**src/rtl/spdrr_pkg.sv**
```systemverilog
package spdrr_pkg;
  localparam int unsigned IDX_W = 4;

  typedef struct packed {
    logic             fresh;
    logic             commit;
    logic             send;
    logic [IDX_W-1:0] tgt;
  } dpCtl_t;
endpackage

```
**src/rtl/spdrr_datapath.sv**
```systemverilog
module spdrr_datapath
  import spdrr_pkg::*;
#(
  parameter int NUM_Q = 3,
  parameter int LEN_W = 14,
  parameter int WT_W  = 16
) (
  input  logic                   clk,
  input  logic                   rstN,
  input  logic [NUM_Q-1:0]       normValid,
  input  logic [NUM_Q*LEN_W-1:0] normLen,
  input  logic [NUM_Q*WT_W-1:0]  weights,
  input  dpCtl_t                 ctl,
  output logic                   dPos,
  output logic                   ndPos
);
  localparam int DEF_W = WT_W + 2;

  logic signed [DEF_W-1:0] defQ [NUM_Q];
  logic signed [DEF_W-1:0] baseVal, dVal, ndVal;
  logic [WT_W-1:0]  wSel;
  logic [LEN_W-1:0] lenSel;

  always_comb begin
    wSel    = '0;
    lenSel  = '0;
    baseVal = '0;
    for (int i = 0; i < NUM_Q; i++) begin
      if (IDX_W'(i) == ctl.tgt) begin
        wSel    = weights[i*WT_W +: WT_W];
        lenSel  = normLen[i*LEN_W +: LEN_W];
        baseVal = defQ[i];
      end
    end
    dVal  = ctl.fresh ? baseVal + $signed({{(DEF_W-WT_W){1'b0}}, wSel}) : baseVal;
    ndVal = dVal - $signed({{(DEF_W-LEN_W){1'b0}}, lenSel});
    dPos  = !dVal[DEF_W-1] && (dVal != '0);
    ndPos = !ndVal[DEF_W-1] && (ndVal != '0);
  end

  for (genvar g = 0; g < NUM_Q; g++) begin : gDef
    always_ff @(posedge clk) begin
      if (!rstN)                                  defQ[g] <= '0;
      else if (!normValid[g])                     defQ[g] <= '0;
      else if (ctl.commit && ctl.tgt == IDX_W'(g)) defQ[g] <= ctl.send ? ndVal : dVal;
    end


    empty_clear_chk: assert property (@(posedge clk) disable iff (!rstN)
      !normValid[g] |=> (defQ[g] == '0));
  end
endmodule

```
**src/rtl/spdrr_control.sv**
```systemverilog
module spdrr_control
  import spdrr_pkg::*;
#(
  parameter int NUM_Q = 3
) (
  input  logic             clk,
  input  logic             rstN,
  input  logic             prioValid,
  input  logic [NUM_Q-1:0] normValid,
  input  logic             dPos,
  input  logic             ndPos,
  output dpCtl_t           ctl,
  output logic [NUM_Q:0]   deqSel,
  output logic             deqPulse
);
  localparam int QW = (NUM_Q > 1) ? $clog2(NUM_Q) : 1;

  logic [QW-1:0] curQ, tgtQ, nextQ;
  logic          active;
  logic          anyNorm;

  always_comb begin
    int j;
    tgtQ = curQ;
    for (int k = NUM_Q - 1; k >= 0; k--) begin
      j = int'(curQ) + k;
      if (j >= NUM_Q) j = j - NUM_Q;
      if (normValid[j]) tgtQ = QW'(j);
    end
    nextQ      = (tgtQ == QW'(NUM_Q - 1)) ? '0 : tgtQ + 1'b1;
    anyNorm    = |normValid;
    ctl.tgt    = IDX_W'(tgtQ);
    ctl.fresh  = (tgtQ != curQ) || !active;
    ctl.commit = !prioValid && anyNorm;
    ctl.send   = !prioValid && anyNorm && dPos;
  end

  always_ff @(posedge clk) begin
    if (!rstN) begin
      curQ     <= '0;
      active   <= 1'b0;
      deqSel   <= '0;
      deqPulse <= 1'b0;
    end else begin
      deqSel   <= '0;
      deqPulse <= 1'b0;
      if (prioValid) begin
        deqSel   <= (NUM_Q+1)'(1);
        deqPulse <= 1'b1;
      end else if (anyNorm) begin
        if (dPos) begin
          deqSel   <= (NUM_Q+1)'(1) << (int'(tgtQ) + 1);
          deqPulse <= 1'b1;
        end
        if (dPos && ndPos) begin
          curQ   <= tgtQ;
          active <= 1'b1;
        end else begin
          curQ   <= nextQ;
          active <= 1'b0;
        end
      end else begin
        active <= 1'b0;
      end
    end
  end


  sel_onehot_chk: assert property (@(posedge clk) disable iff (!rstN)
    deqPulse |-> ($countones(deqSel) == 1));

  sel_idle_chk: assert property (@(posedge clk) disable iff (!rstN)
    !deqPulse |-> (deqSel == '0));

  prio_first_chk: assert property (@(posedge clk) disable iff (!rstN)
    prioValid |=> (deqPulse && deqSel[0]));

  no_empty_deq_chk: assert property (@(posedge clk) disable iff (!rstN)
    deqPulse |-> ((deqSel[NUM_Q:1] & ~$past(normValid)) == '0));

  prio_valid_chk: assert property (@(posedge clk) disable iff (!rstN)
    deqSel[0] |-> $past(prioValid));
endmodule

```
**src/rtl/spdrr_sched.sv**
```systemverilog
module spdrr_sched
  import spdrr_pkg::*;
#(
  parameter int NUM_Q = 3,
  parameter int LEN_W = 14,
  parameter int WT_W  = 16
) (
  input  logic                   clk,
  input  logic                   rstN,
  input  logic                   prioValid,
  input  logic [NUM_Q-1:0]       normValid,
  input  logic [NUM_Q*LEN_W-1:0] normLen,
  input  logic [NUM_Q*WT_W-1:0]  weights,
  output logic [NUM_Q:0]         deqSel,
  output logic                   deqPulse
);
  dpCtl_t ctl;
  logic   dPos, ndPos;

  spdrr_control #(.NUM_Q(NUM_Q)) u_ctrl (
    .clk(clk), .rstN(rstN), .prioValid(prioValid), .normValid(normValid),
    .dPos(dPos), .ndPos(ndPos), .ctl(ctl), .deqSel(deqSel), .deqPulse(deqPulse)
  );

  spdrr_datapath #(.NUM_Q(NUM_Q), .LEN_W(LEN_W), .WT_W(WT_W)) u_dp (
    .clk(clk), .rstN(rstN), .normValid(normValid), .normLen(normLen),
    .weights(weights), .ctl(ctl), .dPos(dPos), .ndPos(ndPos)
  );
endmodule

```
**config.mk**
```make
export PLATFORM = sky130hd
export DESIGN_NAME = spdrr_sched
export DESIGN_NICKNAME = d
export VERILOG_FILES = /design/src/rtl/spdrr_pkg.sv /design/src/rtl/spdrr_datapath.sv /design/src/rtl/spdrr_control.sv /design/src/rtl/spdrr_sched.sv
export SDC_FILE = /design/constraint.sdc
export NUM_CORES = 1
export LEC_CHECK = 0
export BUFFER_PORTS_ARGS = -buffer_cell sky130_fd_sc_hd__buf_2
export CAP_MARGIN = 10
export CORE_ASPECT_RATIO = 1.4
export CORE_MARGIN = 8
export CORE_UTILIZATION = 55
export CTS_BUF_LIST = sky130_fd_sc_hd__clkbuf_2 sky130_fd_sc_hd__clkbuf_4 sky130_fd_sc_hd__clkbuf_8
export CTS_CLUSTER_DIAMETER = 50
export CTS_CLUSTER_SIZE = 28
export DETAILED_ROUTE_END_ITERATION = 16
export PLACE_DENSITY = 0.84
export SKIP_CTS_REPAIR_TIMING = 1
export SYNTH_ARGS = -nofsm -noshare
export SYNTH_HDL_FRONTEND = slang
export SYNTH_SLANG_ARGS = --single-unit
```
**constraint.sdc**
```tcl
create_clock -name clk -period 8.9 [get_ports clk]
set_clock_uncertainty 0.05 [all_clocks]
set_input_delay 0.445 -clock clk [delete_from_list [all_inputs] [get_ports clk]]
set_output_delay 0.445 -clock clk [all_outputs]
set_load 0.005 [all_outputs]
```
==> results of run 1 <==
-- area by class of cell --
class | instances | area, sq um
Fill cell | 922 | 3700
Clock inverter | 6 | 86.3
Inverter | 20 | 75.1
Timing Repair Buffer | 111 | 583
Tap cell | 138 | 173
Clock buffer | 10 | 131
Sequential cell | 62 | 1780
Multi-Input combinational cell | 587 | 3760
-- per-layer routing --
layer  GRT usage (%)  share of wire (%)  routed length, um  vias up
li1                -                  -                  -     2762
met5               0                  0                  0        -
met3            3.95                8.2               1520       76
met4            16.3                5.5               1010        0
met1            29.7                 37               6880     2700
met2            43.7                 49               9090      296
-- worst max path at each step --
stage                     cells after the start  slack (ns)                          end
after global routing                         30        0.07  u_ctrl.curQ[1]$_SDFFE_PN0P_
after global placement                       29        1.17  u_ctrl.curQ[1]$_SDFFE_PN0P_
after floorplan                              32        1.67  u_ctrl.curQ[1]$_SDFFE_PN0P_
after detailed placement                     30        0.99  u_ctrl.curQ[1]$_SDFFE_PN0P_
after CTS                                    30        0.91  u_ctrl.curQ[1]$_SDFFE_PN0P_
final                                        30        0.75  u_ctrl.curQ[1]$_SDFFE_PN0P_
-- metrics by stage --
step           std cells  instance area (sq um)  util, %  setup slack, ns
4_1_cts              934                   6590     64.0            0.912
2_1_floorplan        709                   5780        -             1.67
3_3_place_gp         918                   6370     61.9             1.17
6_report             934                   6590     64.0            0.748
5_1_grt              934                   6590     64.0           0.0733
3_5_place_dp         918                   6370     61.9            0.990
-- worst reg2reg max path: cells and delay by family, from the launching register on --
| family | cells | cell delay [ns] |
|---|---|---|
| adder cells (fa/ha/maj) | 4 | 1.35 |
| AO/OA/AOI/OAI | 13 | 3.13 |
| multiplexers | 1 | 0.31 |
| buffers and inverters | 3 | 0.60 |
| AND/OR/NAND/NOR | 8 | 2.00 |
| XOR/XNOR | 1 | 0.24 |
| flip-flops | 1 | 0.41 |
-- state kept, by name, summed over array words and instances, names as in the netlist --
name	cells
u_dp.defQ	54
u_ctrl.curQ	2
u_ctrl.deqPulse	1
u_ctrl.deqSel	4
u_ctrl.active	1
-- cells in the final DEF (no fill, tap or decap), drive strengths merged, types with 8 or more instances in the layout --
cell type	instances
buf	111
nor2	79
nand2	77
o21ai	70
a21oi	60
edfxtp	54
ha	36
and3	33
xnor2	22
inv	20
nand3	14
mux2i	14
a21o	12
xor2	12
o21a	12
nor3	12
nor2b	11
a221o	11
clkbuf	10
nand2b	9
o211ai	8
dfxtp	8
-- logic make-up (layout without fill, tap and decap cells) --
logic type,count (synthesis),after routing,share of synthesized area [%]
simple gates,274,274,22.9
compound gates,221,221,24.8
flops,62,62,30.8
buf+inv,60,147,4.16
fa+ha+maj,39,39,8.68
xor+xnor,34,34,5.15
mux,19,19,3.53
==> impl_metrics.json, run 1 <==
{
  "synth_cell_type_count": 64,
  "yosys_warnings": 0,
  "cts_tree": "built",
  "relSlewSlack_pct": 38.6,
  "nNetsFinal": 925,
  "clk_path_buf_depth": 2,
  "synth_common_cells": "nor2_1 (79), nand2_1 (77), o21ai_0 (69)",
  "slew_violations": 0,
  "initial_utilization_pct": 56.1,
  "whs_ns": 0.416,
  "core_sq_mm": 0.0103,
  "outcome": "finished, final reports clean",
  "synth_area_sq_mm": 0.00578,
  "synth_edf_count": 54,
  "fin_crit_sh_pct": 91.6,
  "hold_viol_final": 0,
  "start_kind": "flop",
  "rsz0062_at_grt": "false",
  "firstDrtPassIters": 6,
  "grt_pass1_wl_um": 28200,
  "synth_largest_area_cell": "edfxtp_1",
  "worstReg2RegStart": "u_ctrl.curQ[0]$_SDFFE_PN0P_",
  "seq_area_frac_synth_pct": 30.8,
  "vias": 5834,
  "slowest_stage": "or4_1",
  "drcViolationCount": 0,
  "async_flop_share_pct": 0,
  "critPathArrivalTime_ns": 8.38,
  "synth_ff_type": "edfxtp_1",
  "htreeDepth": 3,
  "clockRootBuffer": "clkbuf_8",
  "grt_max_degree": 52,
  "fmax_mhz": 123,
  "initialDrtViolationCount": 566,
  "die_area_sq_mm": 0.0141,
  "wl_per_cell_um": 19.8,
  "tightestPinTransition_ns": 0.919,
  "path_clk_slew_ns": 0.07,
  "postSynthAreaPerCell_sq_um": 8.15,
  "hold_end": "u_ctrl.deqSel[0]$_SDFF_PN0_",
  "holdPathStages": 2,
  "hpwlAfterDp_um": 14000,
  "min_from": "prioValid",
  "antenna_cells": 0,
  "end_kind": "flop",
  "min_period_ns": 8.15,
  "die_h_um": 137,
  "antenna_found_initial": 0,
  "crit_fanout": 14,
  "slowest_delay_ns": 0.56,
  "syn-num-nets": 843,
  "synth_top_cell_area_share_pct": 28.1,
  "hp-class": "input pin to flop",
  "reg2reg_depth": 30,
  "synth_seq_cells": 62,
  "cp.required_ns": 9.13,
  "wl_um": 18500,
  "worstSetupPathType": "flop to flop",
  "crit_family": "compound AO/OA/AOI/OAI gates",
  "cp_num_buf_inv": 3,
  "timing.rr.end": "u_ctrl.curQ[1]$_SDFFE_PN0P_",
  "cp_common_cell": "o21ai_0",
  "gp_congestion": 0.983,
  "clock_latency_ns": 0.34,
  "synth_cells": 709,
  "r2r_setup_slack_ns": 0.75,
  "cts_made_buffers": 9,
  "grt_pass1_vias": 5684,
  "synth.area.top_cells": "edfxtp_1 (28%), ha_1 (7.8%), o21ai_0 (6.0%), nor2_1 (5.1%), a21oi_1 (5.0%)",
  "ant_nets": 0,
  "fin_setup_tns_ns": 0,
  "vias_per_cell": 6.25,
  "cts_sinks": 62,
  "finalSetupViolCount": 0,
  "die_w_um": 103,
  "syn_to_final_growth_pct": 14.1,
  "maxCapViolCount": 0,
  "io_pins": 101,
  "yosysMostFrequentCell": "nor2_1",
  "port_buffers": 100,
  "crit_start": "u_ctrl.curQ[0]$_SDFFE_PN0P_",
  "grt_use_total_pct": 25.9,
  "overflow": 0,
  "drive_above_1_share_pct": 19.0,
  "rows": 44
}
Power of run 1 is not shown: default switching activity piles up to over one toggle a cycle in this logic, so the estimate is an artifact.
==> inputs of run 2 (changes only) <==
--- a/config.mk
+++ b/config.mk
@@ -5,6 +5,7 @@
 export SDC_FILE = /design/constraint.sdc
 export NUM_CORES = 1
 export LEC_CHECK = 0
+export ABC_AREA = 1
 export BUFFER_PORTS_ARGS = -buffer_cell sky130_fd_sc_hd__buf_2
 export CAP_MARGIN = 10
 export CORE_ASPECT_RATIO = 1.4
@@ -15,6 +16,7 @@
 export CTS_CLUSTER_SIZE = 28
 export DETAILED_ROUTE_END_ITERATION = 16
 export PLACE_DENSITY = 0.84
+export RECOVER_POWER = 25
 export SKIP_CTS_REPAIR_TIMING = 1
 export SYNTH_ARGS = -nofsm -noshare
 export SYNTH_HDL_FRONTEND = slang
==> impl_metrics.json, run 2 <==
{
  "core_sq_mm": 0.0103,
  "start_kind": "flop",
  "maxCapViolCount": 0,
  "die_h_um": 137,
  "async_flop_share_pct": 0,
  "cp_num_buf_inv": 6,
  "die_w_um": 103,
  "rows": 44,
  "fin_crit_sh_pct": 81.3,
  "fmax_mhz": 138,
  "min_period_ns": 7.24,
  "relSlewSlack_pct": 30.3,
  "fin_util_pct": 63.3,
  "clockRootBuffer": "clkbuf_8",
  "htreeDepth": 3,
  "nFillCells": 971,
  "clk_path_buf_depth": 2,
  "wl_um": 18000,
  "port_buffers": 100,
  "path_clk_slew_ns": 0.07,
  "gp_congestion": 0.997,
  "synth_largest_area_cell": "edfxtp_1",
  "finalSetupViolCount": 0,
  "cts_made_buffers": 9,
  "cp.required_ns": 9.09,
  "slowest_stage": "inv_1",
  "rsz0062_at_grt": "false",
  "vias": 6031,
  "pre_cts_slack_ns": 1.89,
  "grt_pass1_vias": 5843,
  "io_pins": 101,
  "cts_tree": "built",
  "slowest_delay_ns": 0.58,
  "die_area_sq_mm": 0.0141,
  "crit_family": "simple AND/OR/NAND/NOR gates",
  "initial_utilization_pct": 56.2,
  "whs_ns": 0.349,
  "synth_ff_type": "edfxtp_1",
  "syn_to_final_growth_pct": 12.5,
  "reg_top3": "u_dp.defQ: 54 flops, u_ctrl.deqSel: 4 flops, u_ctrl.curQ: 2 flops",
  "grt_max_degree": 57,
  "grt_pass1_wl_um": 28100,
  "worstSetupEndpoint": "u_ctrl.curQ[1]$_SDFFE_PN0P_",
  "wl_per_cell_um": 17.1,
  "final_cell_mix": "nand2_1 (194), nor2_1 (127), buf_2 (97)",
  "vias_per_cell": 5.72,
  "ant_nets": 0,
  "tightestPinTransition_ns": 1.04,
  "yosys_warnings": 0,
  "slew_violations": 0,
  "hpwlAfterDp_um": 13900,
  "cts_sinks": 62,
  "use_met1_pct": 26.8,
  "antenna_found_initial": 0,
  "synth_top_cell_area_share_pct": 28.0,
  "synth_seq_cells": 62,
  "yosysMostFrequentCell": "nand2_1",
  "crit_start": "u_ctrl.curQ[0]$_SDFFE_PN0P_",
  "firstDrtPassIters": 5,
  "drcViolationCount": 0,
  "grt_use_total_pct": 25.8,
  "top_register": "u_dp.defQ",
  "synth.area.top_cells": "edfxtp_1 (28%), nand2_1 (12%), nor2_1 (8.2%), ha_1 (7.8%), nand3_1 (5.4%)",
  "r2r_setup_slack_ns": 1.66,
  "overflow": 0,
  "outcome": "finished, final reports clean",
  "setup_slack_ns": 1.66,
  "initialDrtViolationCount": 433,
  "critPathArrivalTime_ns": 7.42,
  "fin_setup_tns_ns": 0,
  "largest_register_ffs": 54,
  "grt_use_met2_pct": 46.1,
  "hold_viol_final": 0,
  "seq_area_frac_synth_pct": 30.8,
  "cp_common_cell": "nand2_1",
  "end_kind": "flop",
  "synth_area_sq_mm": 0.00579,
  "synth_common_cells": "nand2_1 (192), nor2_1 (127), nand3_1 (63)",
  "postSynthAreaPerCell_sq_um": 6.98,
  "synth_edf_count": 54,
  "busiest_layer": "met2",
  "use_met3_pct": 4.91,
  "drive_above_1_share_pct": 16.6,
  "cp.depth": 39,
  "timing.rr.end": "u_ctrl.curQ[1]$_SDFFE_PN0P_",
  "syn-num-nets": 963,
  "synth_cells": 829,
  "crit_fanout": 41,
  "synth_cell_type_count": 46,
  "nNetsFinal": 1045,
  "worstSetupPathType": "flop to flop",
  "layout_commonest_cell": "nand2_1",
  "worstReg2RegStart": "u_ctrl.curQ[0]$_SDFFE_PN0P_",
  "reg2reg_depth": 39,
  "antenna_cells": 0,
  "clock_latency_ns": 0.35,
  "hp-class": "input pin to flop"
}
run 2: cell types whose count changed in the layout (fill, tap and decap cells not counted), sizes merged, moves of 12 or more:
| cell | change |
|---|---|
| a22oi | +33 |
| and3 | -33 |
| inv | +51 |
| nand2 | +128 |
| nand3 | +52 |
| nor2 | +50 |
| o21ai | -23 |
| xnor2 | -12 |
run 2: worst min-delay path by stage:
stage                                     startpoint                          to  slack [ns]  cells after the start
after floorplan           u_ctrl.active$_SDFFE_PN0N_  u_ctrl.active$_SDFFE_PN0N_        0.39                      2
after global placement    u_ctrl.active$_SDFFE_PN0N_  u_ctrl.active$_SDFFE_PN0N_        0.40                      2
after detailed placement  u_ctrl.active$_SDFFE_PN0N_  u_ctrl.active$_SDFFE_PN0N_        0.41                      2
after CTS                                  prioValid  u_ctrl.active$_SDFFE_PN0N_        0.34                      3
after global routing                       prioValid  u_ctrl.active$_SDFFE_PN0N_        0.36                      3
final                                      prioValid  u_ctrl.active$_SDFFE_PN0N_        0.35                      3
run 2: worst reg2reg max path: cells and delay by family (launching register included):
kind / cells / cell delay (ns)
XOR/XNOR: 1 / 0.16
AND/OR/NAND/NOR: 23 / 2.36
buffers and inverters: 6 / 1.69
flip-flops: 1 / 0.41
adder cells (fa/ha/maj): 5 / 1.50
AO/OA/AOI/OAI: 4 / 0.98
run 2: logic make-up after synthesis:
| logic type | Yosys count | synth area share (%) |
|---|---|---|
| xor gates and xnor gates | 20 | 3.02 |
| muxes | 3 | 0.519 |
| and+or+nand+nor | 434 | 32.6 |
| buffers and inverters | 106 | 7.58 |
| DFF | 62 | 30.8 |
| adders and majority gates | 38 | 8.47 |
| AOI/OAI and AO/OA | 166 | 17.0 |
run 2: cell type report:
| cell class | instances | area [sq um] | area share, % |
|---|---|---|---|
| clock buffer | 10 | 131 | 2.02 |
| clock inverter | 6 | 62.6 | 0.960 |
| inverter | 74 | 283 | 4.34 |
| multi-input combinational | 661 | 3560 | 54.7 |
| sequential | 62 | 1780 | 27.3 |
| tap | 138 | 173 | 2.65 |
| timing repair buffer | 103 | 519 | 7.97 |
run 2: routing by layer:
layer	part of all wire [%]	wire length [um]
met1	36	6410
met2	51	9130
met3	7.9	1430
met4	5.9	1070
met5	0	0
run 2: stage by stage:
step                instances  cell area [sq um]
floorplan                 829               5790
global placement         1038               6330
detailed placement       1038               6330
CTS                      1054               6530
global route             1054               6520
finish                   1054               6520
Power of run 2 is left out for the same reason.
